File: config.mk
export PLATFORM = sky130hd
export DESIGN_NAME = trig_capture_port
export DESIGN_NICKNAME = d
export VERILOG_FILES = /design/src/rtl/tcp_pkg.sv /design/src/rtl/tcp_trig_sync.sv /design/src/rtl/tcp_pulse_gen.sv /design/src/rtl/tcp_capture_store.sv /design/src/rtl/trig_capture_port.sv
export SDC_FILE = /design/constraint.sdc
export NUM_CORES = 1
export LEC_CHECK = 0
export ABC_AREA = 1
export BUFFER_PORTS_ARGS = -buffer_cell sky130_fd_sc_hd__buf_2
export CAP_MARGIN = 20
export CORE_ASPECT_RATIO = 1.25
export CORE_MARGIN = 1
export CORE_UTILIZATION = 25
export CTS_CLUSTER_SIZE = 25
export DETAILED_ROUTE_END_ITERATION = 8
export PLACE_DENSITY = 0.56
export SLEW_MARGIN = 5
export SYNTH_ARGS = -nofsm -noshare
export SYNTH_HDL_FRONTEND = slang
export SYNTH_SLANG_ARGS = --single-unit
File: constraint.sdc
create_clock -name clk_i -period 1.5 [get_ports clk_i]
set_input_delay 0.075 -clock clk_i [delete_from_list [all_inputs] [get_ports clk_i]]
set_output_delay 0.075 -clock clk_i [all_outputs]
set_load 0.01 [all_outputs]
File: src/rtl/tcp_pkg.sv
package tcp_pkg;
  localparam logic [1:0] ADDR_CTRL = 2'd0;
  localparam logic [1:0] ADDR_SEL  = 2'd1;
  localparam logic [1:0] ADDR_ACK  = 2'd2;

  typedef struct packed {
    logic irq_low;
    logic drive;
    logic inv;
    logic en;
  } ctrl_t;
endpackage

File: src/rtl/tcp_trig_sync.sv
module tcp_trig_sync #(
  parameter int NUM_TRIG = 8,
  parameter int SEL_W    = 4
) (
  input  logic                clk_i,
  input  logic                rst_ni,
  input  logic [NUM_TRIG-1:0] trig_i,
  input  logic [SEL_W-1:0]    sel_i,
  input  logic                en_i,
  input  logic                inv_i,
  output logic                evt_o
);
  logic [NUM_TRIG-1:0] s1_q, s2_q;
  logic lvl, prev_q;

  always_ff @(posedge clk_i or negedge rst_ni) begin
    if (!rst_ni) begin
      s1_q   <= '0;
      s2_q   <= '0;
      prev_q <= 1'b0;
    end else begin
      s1_q   <= trig_i;
      s2_q   <= s1_q;
      prev_q <= lvl;
    end
  end

  always_comb begin
    lvl = 1'b0;
    for (int k = 0; k < NUM_TRIG; k++)
      if (sel_i == SEL_W'(k)) lvl = s2_q[k];
  end

  // prev tracks the ungated level so enabling never fakes an edge from history
  assign evt_o = en_i & (inv_i ? (prev_q & ~lvl) : (~prev_q & lvl));
endmodule

File: src/rtl/tcp_pulse_gen.sv
module tcp_pulse_gen #(
  parameter int PULSE_W = 4
) (
  input  logic clk_i,
  input  logic rst_ni,
  input  logic evt_i,
  output logic pulse_o,
  output logic cap_o
);
  localparam int CW = $clog2(PULSE_W + 1);
  logic [CW-1:0] cnt_q;

  always_ff @(posedge clk_i or negedge rst_ni) begin
    if (!rst_ni)                     cnt_q <= '0;
    else if (cnt_q == '0 && evt_i)   cnt_q <= CW'(PULSE_W);
    else if (cnt_q != '0)            cnt_q <= cnt_q - 1'b1;
  end

  assign pulse_o = (cnt_q != '0);
  assign cap_o   = (cnt_q == CW'(1));

  assert_cap_at_fall_R4: assert property (@(posedge clk_i) disable iff (!rst_ni)
    cap_o |=> !pulse_o);
  assert_pulse_hold_R3: assert property (@(posedge clk_i) disable iff (!rst_ni)
    (pulse_o && !cap_o) |=> pulse_o);
  assert_pulse_start_R3: assert property (@(posedge clk_i) disable iff (!rst_ni)
    $rose(pulse_o) |-> $past(evt_i));
endmodule

File: src/rtl/tcp_capture_store.sv
module tcp_capture_store #(
  parameter int DATA_W = 32,
  parameter int WORD_W = 16
) (
  input  logic              clk_i,
  input  logic              rst_ni,
  input  logic              cap_i,
  input  logic [DATA_W-1:0] data_i,
  input  logic              rd_i,
  input  logic              ack_irq_i,
  input  logic              ack_ovr_i,
  output logic [WORD_W-1:0] rd_data_o,
  output logic              pend_o,
  output logic              ovr_o
);
  localparam int NWORD = DATA_W / WORD_W;
  localparam int IDX_W = (NWORD > 1) ? $clog2(NWORD) : 1;
  localparam logic [IDX_W-1:0] LAST = IDX_W'(NWORD - 1);

  logic [DATA_W-1:0] data_q;
  logic [WORD_W-1:0] words [NWORD];
  logic [IDX_W-1:0]  idx_q;
  logic              phase_q;

  for (genvar g = 0; g < NWORD; g++) begin : g_word
    assign words[g] = data_q[g*WORD_W +: WORD_W];
  end

  always_ff @(posedge clk_i or negedge rst_ni) begin
    if (!rst_ni) begin
      data_q    <= '0;
      idx_q     <= '0;
      phase_q   <= 1'b0;
      pend_o    <= 1'b0;
      rd_data_o <= '0;
    end else if (cap_i) begin
      data_q  <= data_i;
      idx_q   <= '0;
      phase_q <= 1'b0;
      pend_o  <= 1'b1;
    end else begin
      if (ack_irq_i) pend_o <= 1'b0;
      if (rd_i) begin
        if (!phase_q) begin
          rd_data_o <= words[idx_q];
          phase_q   <= 1'b1;
        end else begin
          phase_q <= 1'b0;
          if (idx_q == LAST) begin
            idx_q  <= '0;
            pend_o <= 1'b0;
          end else begin
            idx_q <= idx_q + 1'b1;
          end
        end
      end
    end
  end

  always_ff @(posedge clk_i or negedge rst_ni) begin
    if (!rst_ni)               ovr_o <= 1'b0;
    else if (cap_i && pend_o)  ovr_o <= 1'b1;
    else if (ack_ovr_i)        ovr_o <= 1'b0;
  end

  assert_irq_set_R7: assert property (@(posedge clk_i) disable iff (!rst_ni)
    cap_i |=> pend_o);
  assert_ovr_set_R10: assert property (@(posedge clk_i) disable iff (!rst_ni)
    (cap_i && pend_o) |=> ovr_o);
  assert_ovr_sticky_R10: assert property (@(posedge clk_i) disable iff (!rst_ni)
    (ovr_o && !ack_ovr_i) |=> ovr_o);
  assert_phase_R8: assert property (@(posedge clk_i) disable iff (!rst_ni)
    (rd_i && !phase_q && !cap_i) |=> (phase_q && $stable(idx_q)));
  assert_drain_R9: assert property (@(posedge clk_i) disable iff (!rst_ni)
    (rd_i && phase_q && idx_q == LAST && !cap_i) |=> !pend_o);
endmodule

File: src/rtl/trig_capture_port.sv
module trig_capture_port #(
  parameter int NUM_TRIG = 8,
  parameter int DATA_W   = 32,
  parameter int PULSE_W  = 4,
  parameter int CFG_W    = 4
) (
  input  logic                clk_i,
  input  logic                rst_ni,
  input  logic                cfg_we_i,
  input  logic [1:0]          cfg_addr_i,
  input  logic [CFG_W-1:0]    cfg_wdata_i,
  input  logic [NUM_TRIG-1:0] trig_i,
  output logic                uut_clk_o,
  output logic                uut_clk_oe_o,
  input  logic [DATA_W-1:0]   data_i,
  output logic                irq_o,
  output logic                ovr_o,
  input  logic                rd_i,
  output logic [15:0]         rd_data_o
);
  import tcp_pkg::*;

  ctrl_t            ctrl_q;
  logic [CFG_W-1:0] sel_q;
  logic evt, pulse, cap, pend, ack_irq, ack_ovr;

  always_ff @(posedge clk_i or negedge rst_ni) begin
    if (!rst_ni) begin
      ctrl_q <= '0;
      sel_q  <= '0;
    end else if (cfg_we_i) begin
      if (cfg_addr_i == ADDR_CTRL) ctrl_q <= ctrl_t'(cfg_wdata_i[3:0]);
      if (cfg_addr_i == ADDR_SEL)  sel_q  <= cfg_wdata_i;
    end
  end

  assign ack_irq = cfg_we_i && cfg_addr_i == ADDR_ACK && cfg_wdata_i[0];
  assign ack_ovr = cfg_we_i && cfg_addr_i == ADDR_ACK && cfg_wdata_i[1];

  tcp_trig_sync #(.NUM_TRIG(NUM_TRIG), .SEL_W(CFG_W)) u_sync (
    .clk_i, .rst_ni, .trig_i, .sel_i(sel_q), .en_i(ctrl_q.en),
    .inv_i(ctrl_q.inv), .evt_o(evt));

  tcp_pulse_gen #(.PULSE_W(PULSE_W)) u_pulse (
    .clk_i, .rst_ni, .evt_i(evt), .pulse_o(pulse), .cap_o(cap));

  tcp_capture_store #(.DATA_W(DATA_W), .WORD_W(16)) u_store (
    .clk_i, .rst_ni, .cap_i(cap), .data_i, .rd_i, .ack_irq_i(ack_irq),
    .ack_ovr_i(ack_ovr), .rd_data_o, .pend_o(pend), .ovr_o);

  assign uut_clk_o    = pulse & ctrl_q.drive;
  assign uut_clk_oe_o = ctrl_q.drive;
  assign irq_o        = pend ^ ctrl_q.irq_low;

  assert_gate_R1: assert property (@(posedge clk_i) disable iff (!rst_ni)
    $rose(pulse) |-> $past(ctrl_q.en));
  assert_drive_off_R6: assert property (@(posedge clk_i) disable iff (!rst_ni)
    !uut_clk_oe_o |-> !uut_clk_o);
endmodule

### Yosys cells after proc, flatten, opt, wreduce, memory -nomap -nowiden

Cells that the tools add are included.

* bits in registers: 80
* output and inout port bits: 20
* word-level logic and storage cells: 83

* add/subtract/negate cells: 2
* order comparisons: 1
* eq/ne operators: 10
* muxes and demuxes: 28
* bitwise logic cells: 10
* reductions and logical operators: 17

Operators by type and width (count)
* 16-bit two-way mux: 3
* 1-bit two-way mux: 23
* 4-bit by 3-bit == test with 1-bit output (second input constant): 4
* 4-bit by 2-bit == test with 1-bit output (second input constant): 2
* 2-bit nonzero test: 4
* 3-bit two-way mux: 2
* 2-bit AND reduction: 3
* 1-bit logical AND: 5
* 1-bit AND: 4
* 4-bit by 1-bit == test with 1-bit output (second input constant): 1
* 4-bit logical NOT: 1
* 1-bit NOT: 4
* 3-bit by 1-bit == test with 1-bit output (second input constant): 1
* 3-bit logical NOT: 1
* 3-bit AND reduction: 1
* 3-bit nonzero test: 1
* 3-bit by 1-bit subtractor with 3-bit output (second input constant): 1
* 2-bit by 1-bit == test with 1-bit output (second input constant): 1
* 2-bit == test (second input constant): 1
* 2-bit greater-or-equal comparator (second input constant): 1
* 2-bit logical NOT: 1
* 1-bit NOT with 2-bit output: 1
* 1-bit adder (second input constant): 1
* 1-bit bitwise XOR: 1

### Depth between registers and ports, before layout

* depth in word-level cells: 15
* gate-level depth with buffers: 10
* depth with buffers taken out: 10

### Hierarchy

From an unflattened synthesis, not the netlist that was laid out.

* cells, all modules: 395
* area, all modules: 3364.5 um2

By module, submodules not included
* tcp_capture_store: times used 1, cells an instance 276, area an instance 2229.6 um2, sequential area each 1301.2 um2
* tcp_trig_sync: times used 1, cells an instance 46, area an instance 555.5 um2, sequential area each 425.4 um2
* trig_capture_port: times used 1, cells an instance 46, area an instance 380.4 um2, sequential area each 200.2 um2
* tcp_pulse_gen: times used 1, cells an instance 27, area an instance 198.9 um2, sequential area each 75.1 um2

### Worst setup path after synthesis

No wires, ideal clock.

* path kind: register -> register
* from: register u_pulse.cnt_q[0]
* to: register u_store.rd_data_o[10]
* arrival: 1261 ps
* data required time: 1370 ps
* path slack: 109 ps
* cell stages (with the launch flop): 7
* path through: dfrtp_1 > ha_1 > nand2_4 > inv_2 > nor3_4 > buf_2 > a31oi_1

* word-level cells in the longest chain between the ends: 3

RTL lines
* from (decl): RTL line tcp_pulse_gen.sv:11 `logic [CW-1:0] cnt_q;`
* from (signal assigned): RTL line tcp_pulse_gen.sv:15 `else if (cnt_q == '0 && evt_i) cnt_q <= CW'(PULSE_W);`
* from (signal assigned): RTL line tcp_pulse_gen.sv:16 `else if (cnt_q != '0) cnt_q <= cnt_q - 1'b1;`
* 3-bit by 1-bit == test with 1-bit output: RTL line tcp_pulse_gen.sv:20 `assign cap_o = (cnt_q == CW'(1));`
* 1-bit NOT (no line)
* 3-bit AND reduction (no line)
* to (signal assigned): RTL line tcp_capture_store.sv:45 `rd_data_o <= words[idx_q];`
* to (decl): RTL line tcp_capture_store.sv:12 `output logic [WORD_W-1:0] rd_data_o,`

Every way passes these cells.
A chain may end at the register's enable or synchronous reset.

### Final worst setup path

* from: register u_pulse.cnt_q[0]
* to: output uut_clk_o

* word-level cells in the longest chain between the ends: 2

RTL lines
* 3-bit nonzero test: RTL line tcp_pulse_gen.sv:19 `assign pulse_o = (cnt_q != '0);`
* 1-bit AND: RTL line trig_capture_port.sv:51 `assign uut_clk_o = pulse & ctrl_q.drive;`
* to (decl): RTL line trig_capture_port.sv:13 `output logic uut_clk_o,`

Every way passes these cells.

==> impl_results.md <==
- Required time worst endpoint: about 1.4 ns
- Pwr dens: about 1900 mW/mm^2
- Multi-input gate area: ~990 sq um
- Gr usage total: roughly 13%
- Status: complete, no violations
- Initial drt markers: 133
- Die area: between 0.01 and 0.015 sq mm
- Max-slew headroom: ~72%
- Net Switching: roughly 3 mW
- Vias: approximately 2700
- Fillers: around 1300
- Final setup viols: 0
- Num ports: 70
- Routed WL: 7610 um
- Seq pwr share: ~40%
- Leakage: 2.26 nW
- Sequential area share after synthesis: about 64%
- Netlist Area Pre-Place: ~0.0031 sq mm
- # rows: 45
- CTS tree: yes
- Initial antenna violation count: 0
- Final WS setup: about 0.065 ns
- HP Class: input port to flip-flop
- DR DRC count: 0
- Share of cells above drive strength 1: between 20% and 30%
- Cell accounting for the most synthesized area: dfrtp_1
- Maximum vdd drop: around 720 uV
- Final Cycle Share: between 90 and 100%
- Chip height: roughly 130 um
- First-pass GRT wire length: 12400 um
- DR vias/cell: ~4.2
- Pre-CTS WS: between 0.1 and 0.15 ns
- Area contributors post-synth: dfrtp_1, nand2_1, a31oi_1, inv_1, nor2_1
- Clock Sinks: 80
- Root buffer cell: clkbuf_16
- Initial Util: 25.8%
- Gate Count Post-Synth: approximately 340
- Critical Path Start Type: flip-flop
- GR Overflow Total: 0
- Commonest non-fill, non-tap cells in the layout: nand2_1, dfrtp_1, buf_2, dlygate4sd3_1, nor2_1
- Antenna Cells: 0
- Clock slew at reported path FFs: 0.06 ns
- Drt pass-1 iters: 4
- Number of synthesis warnings: 0
- Die width: ~100 um
- Pins Over Slew Limit: 0
- DP Wirelength: slightly above 5000 um
- Netlist cell types: 21
- Cell at the slowest stage of the critical path: dfrtp_1
- Share of the synthesized area in the top cell type: between 60% and 70%
- Placed inst area: 0.00372 sq mm
- Worst path max stage delay: roughly 0.4 ns
- CP Capture Type: output port
- H-tree depth: 3
- Area grow syn2layout: 43.8%
- WL per Instance: 12.1 um
- Syn nets: roughly 400
- Yosys reg bits: 80
- Most common cell after layout, fill and taps aside: nand2_1
- Switching share of power: approximately a third
- CP Max Fanout: 5
- Port Buf Inserts: 69
- Gpl congestion: 0.734
- CP arrival: about 1.4 ns
- Core Area: 0.0122 sq mm
- Worst-path cell chain: inv_2 -> ha_1 -> nand2_2 -> inv_4 -> nor2_1 -> buf_2
- Worst Tran Pin Value: between 0.4 and 0.5 ns
- Setup_tns: 0 ns
- Final core occ: 37.1%
- Setup Skew: 0.00678 ns
- Final hold violation count: 0
- Clk network pwr share: a little over a quarter
- ANT nets after route: 0
- Final net count: 515
- Clock Latency Late Sink: between 0.3 and 0.4 ns
- Comb pwr share: around a third
- Avg Cell Area, Syn: 9.20 sq um
- Vias in the first global route: ~2700
- Clock Tree Buf Depth: 2
- WS Path Type: flip-flop to output port
- Total CTS buffers: 9
- Max Cap Viol: 0
- Finished Cell Area: roughly 0.0045 sq mm
- Register Area: 0.00200 sq mm
- Tmin final: 1.44 ns
- Cell internal pwr: about 5.7 mW
- Fmax: 0.697 GHz
- Largest net degree at the start of global routing: 50
[power groups by stage]
stage / combinational, mW / clock [mW] / sequential, mW
after global placement: 2.61 / 0 / 3.50
after detailed placement: 2.70 / 0 / 3.51
final: 2.90 / 2.30 / 3.49
after global routing: 3.35 / 2.43 / 3.60
after floorplan: 1.70 / 0 / 3.48
after CTS: 2.79 / 2.36 / 3.49
[layer usage]
layer	wire length (um)	global-route usage [%]
met4	99	5.55
met5	0	0
met3	316	2.95
met2	3820	21.5
met1	3370	15.2
[Yosys cell counts]
library cell,n
buf_6,2
dfrtp_1,80
buf_2,3
or2_2,1
o21ai_0,12
nor3_4,1
a21oi_1,4
xor2_1,1
o31ai_1,1
nor3_1,2
nand2_4,1
ha_1,3
clkinv_1,1
nand2_1,154
a31oi_1,16
nor2_1,19
inv_2,2
nand4_1,1
clkbuf_1,7
inv_1,19
nand3_1,11
[what timing repair did]
item / in CTS / in global routing
hold endpoints to repair: 71 / 0
cloned: 0 / 2
gates resized for setup: 1 / 8
hold buffers: 41 / 0
setup buffers: 0 / 1
setup endpoints to repair: 1 / 8
[area by class of cell]
type	instances	area share, %
clock buffer	11	5.16
multi-input combinational	227	22.0
timing repair buffer	122	20.1
tap	164	4.55
sequential	80	44.4
clock inverter	5	1.80
inverter	22	1.94
[through the flow]
stage	instances	hold slack, ns	power (mW)
after CTS	628	0.0144	8.64
after detailed placement	571	0.0469	6.22
after floorplan	341	-0.221	5.18
final	631	0.0276	8.69
after global placement	571	0.0345	6.11
after global routing	631	0.0429	9.38
[logic make-up after synthesis]
logic type | synth area share (%)
flops | 63.8
xor+xnor | 0.279
fa+ha+maj | 1.20
simple gates | 24.1
compound gates | 5.98
buf+inv | 4.67
[path summary, 6_finish.rpt]
kind,start,to,slack [ns],depth (start not counted)
setup / recovery,u_pulse.cnt_q[0],uut_clk_o,0.06,6
hold / removal,cfg_wdata_i[3],sel_q[3],0.03,3
setup reg to reg,u_pulse.cnt_q[0],u_store.rd_data_o[14],0.08,8
hold reg to reg,u_sync.s1_q[5],u_sync.s2_q[5],0.35,0
max in group asynchronous,rst_ni,u_store.rd_data_o[6],0.68,3
min in group asynchronous,rst_ni,u_sync.s2_q[3],0.22,2
[worst max-delay path, delay by kind of cell, from the launching register on]
| kind | cells | cell delay (ns) |
|---|---|---|
| flops | 1 | 0.40 |
| buf+inv | 3 | 0.26 |
| fa+ha+maj | 1 | 0.20 |
| simple gates | 2 | 0.18 |
[sequential cells by signal (all words and copies together) (netlist names)]
signal,cells
u_store.data_q,32
u_store.rd_data_o,16
u_sync.s1_q,8
u_sync.s2_q,8
sel_q,4
ctrl_q,3
u_pulse.cnt_q,3
u_store.idx_q,1
u_store.ovr_o,1
u_store.pend_o,1
u_store.phase_q,1
u_sync.prev_q,1
uut_clk_oe_o,1
Power figures use the tool's default switching activity.
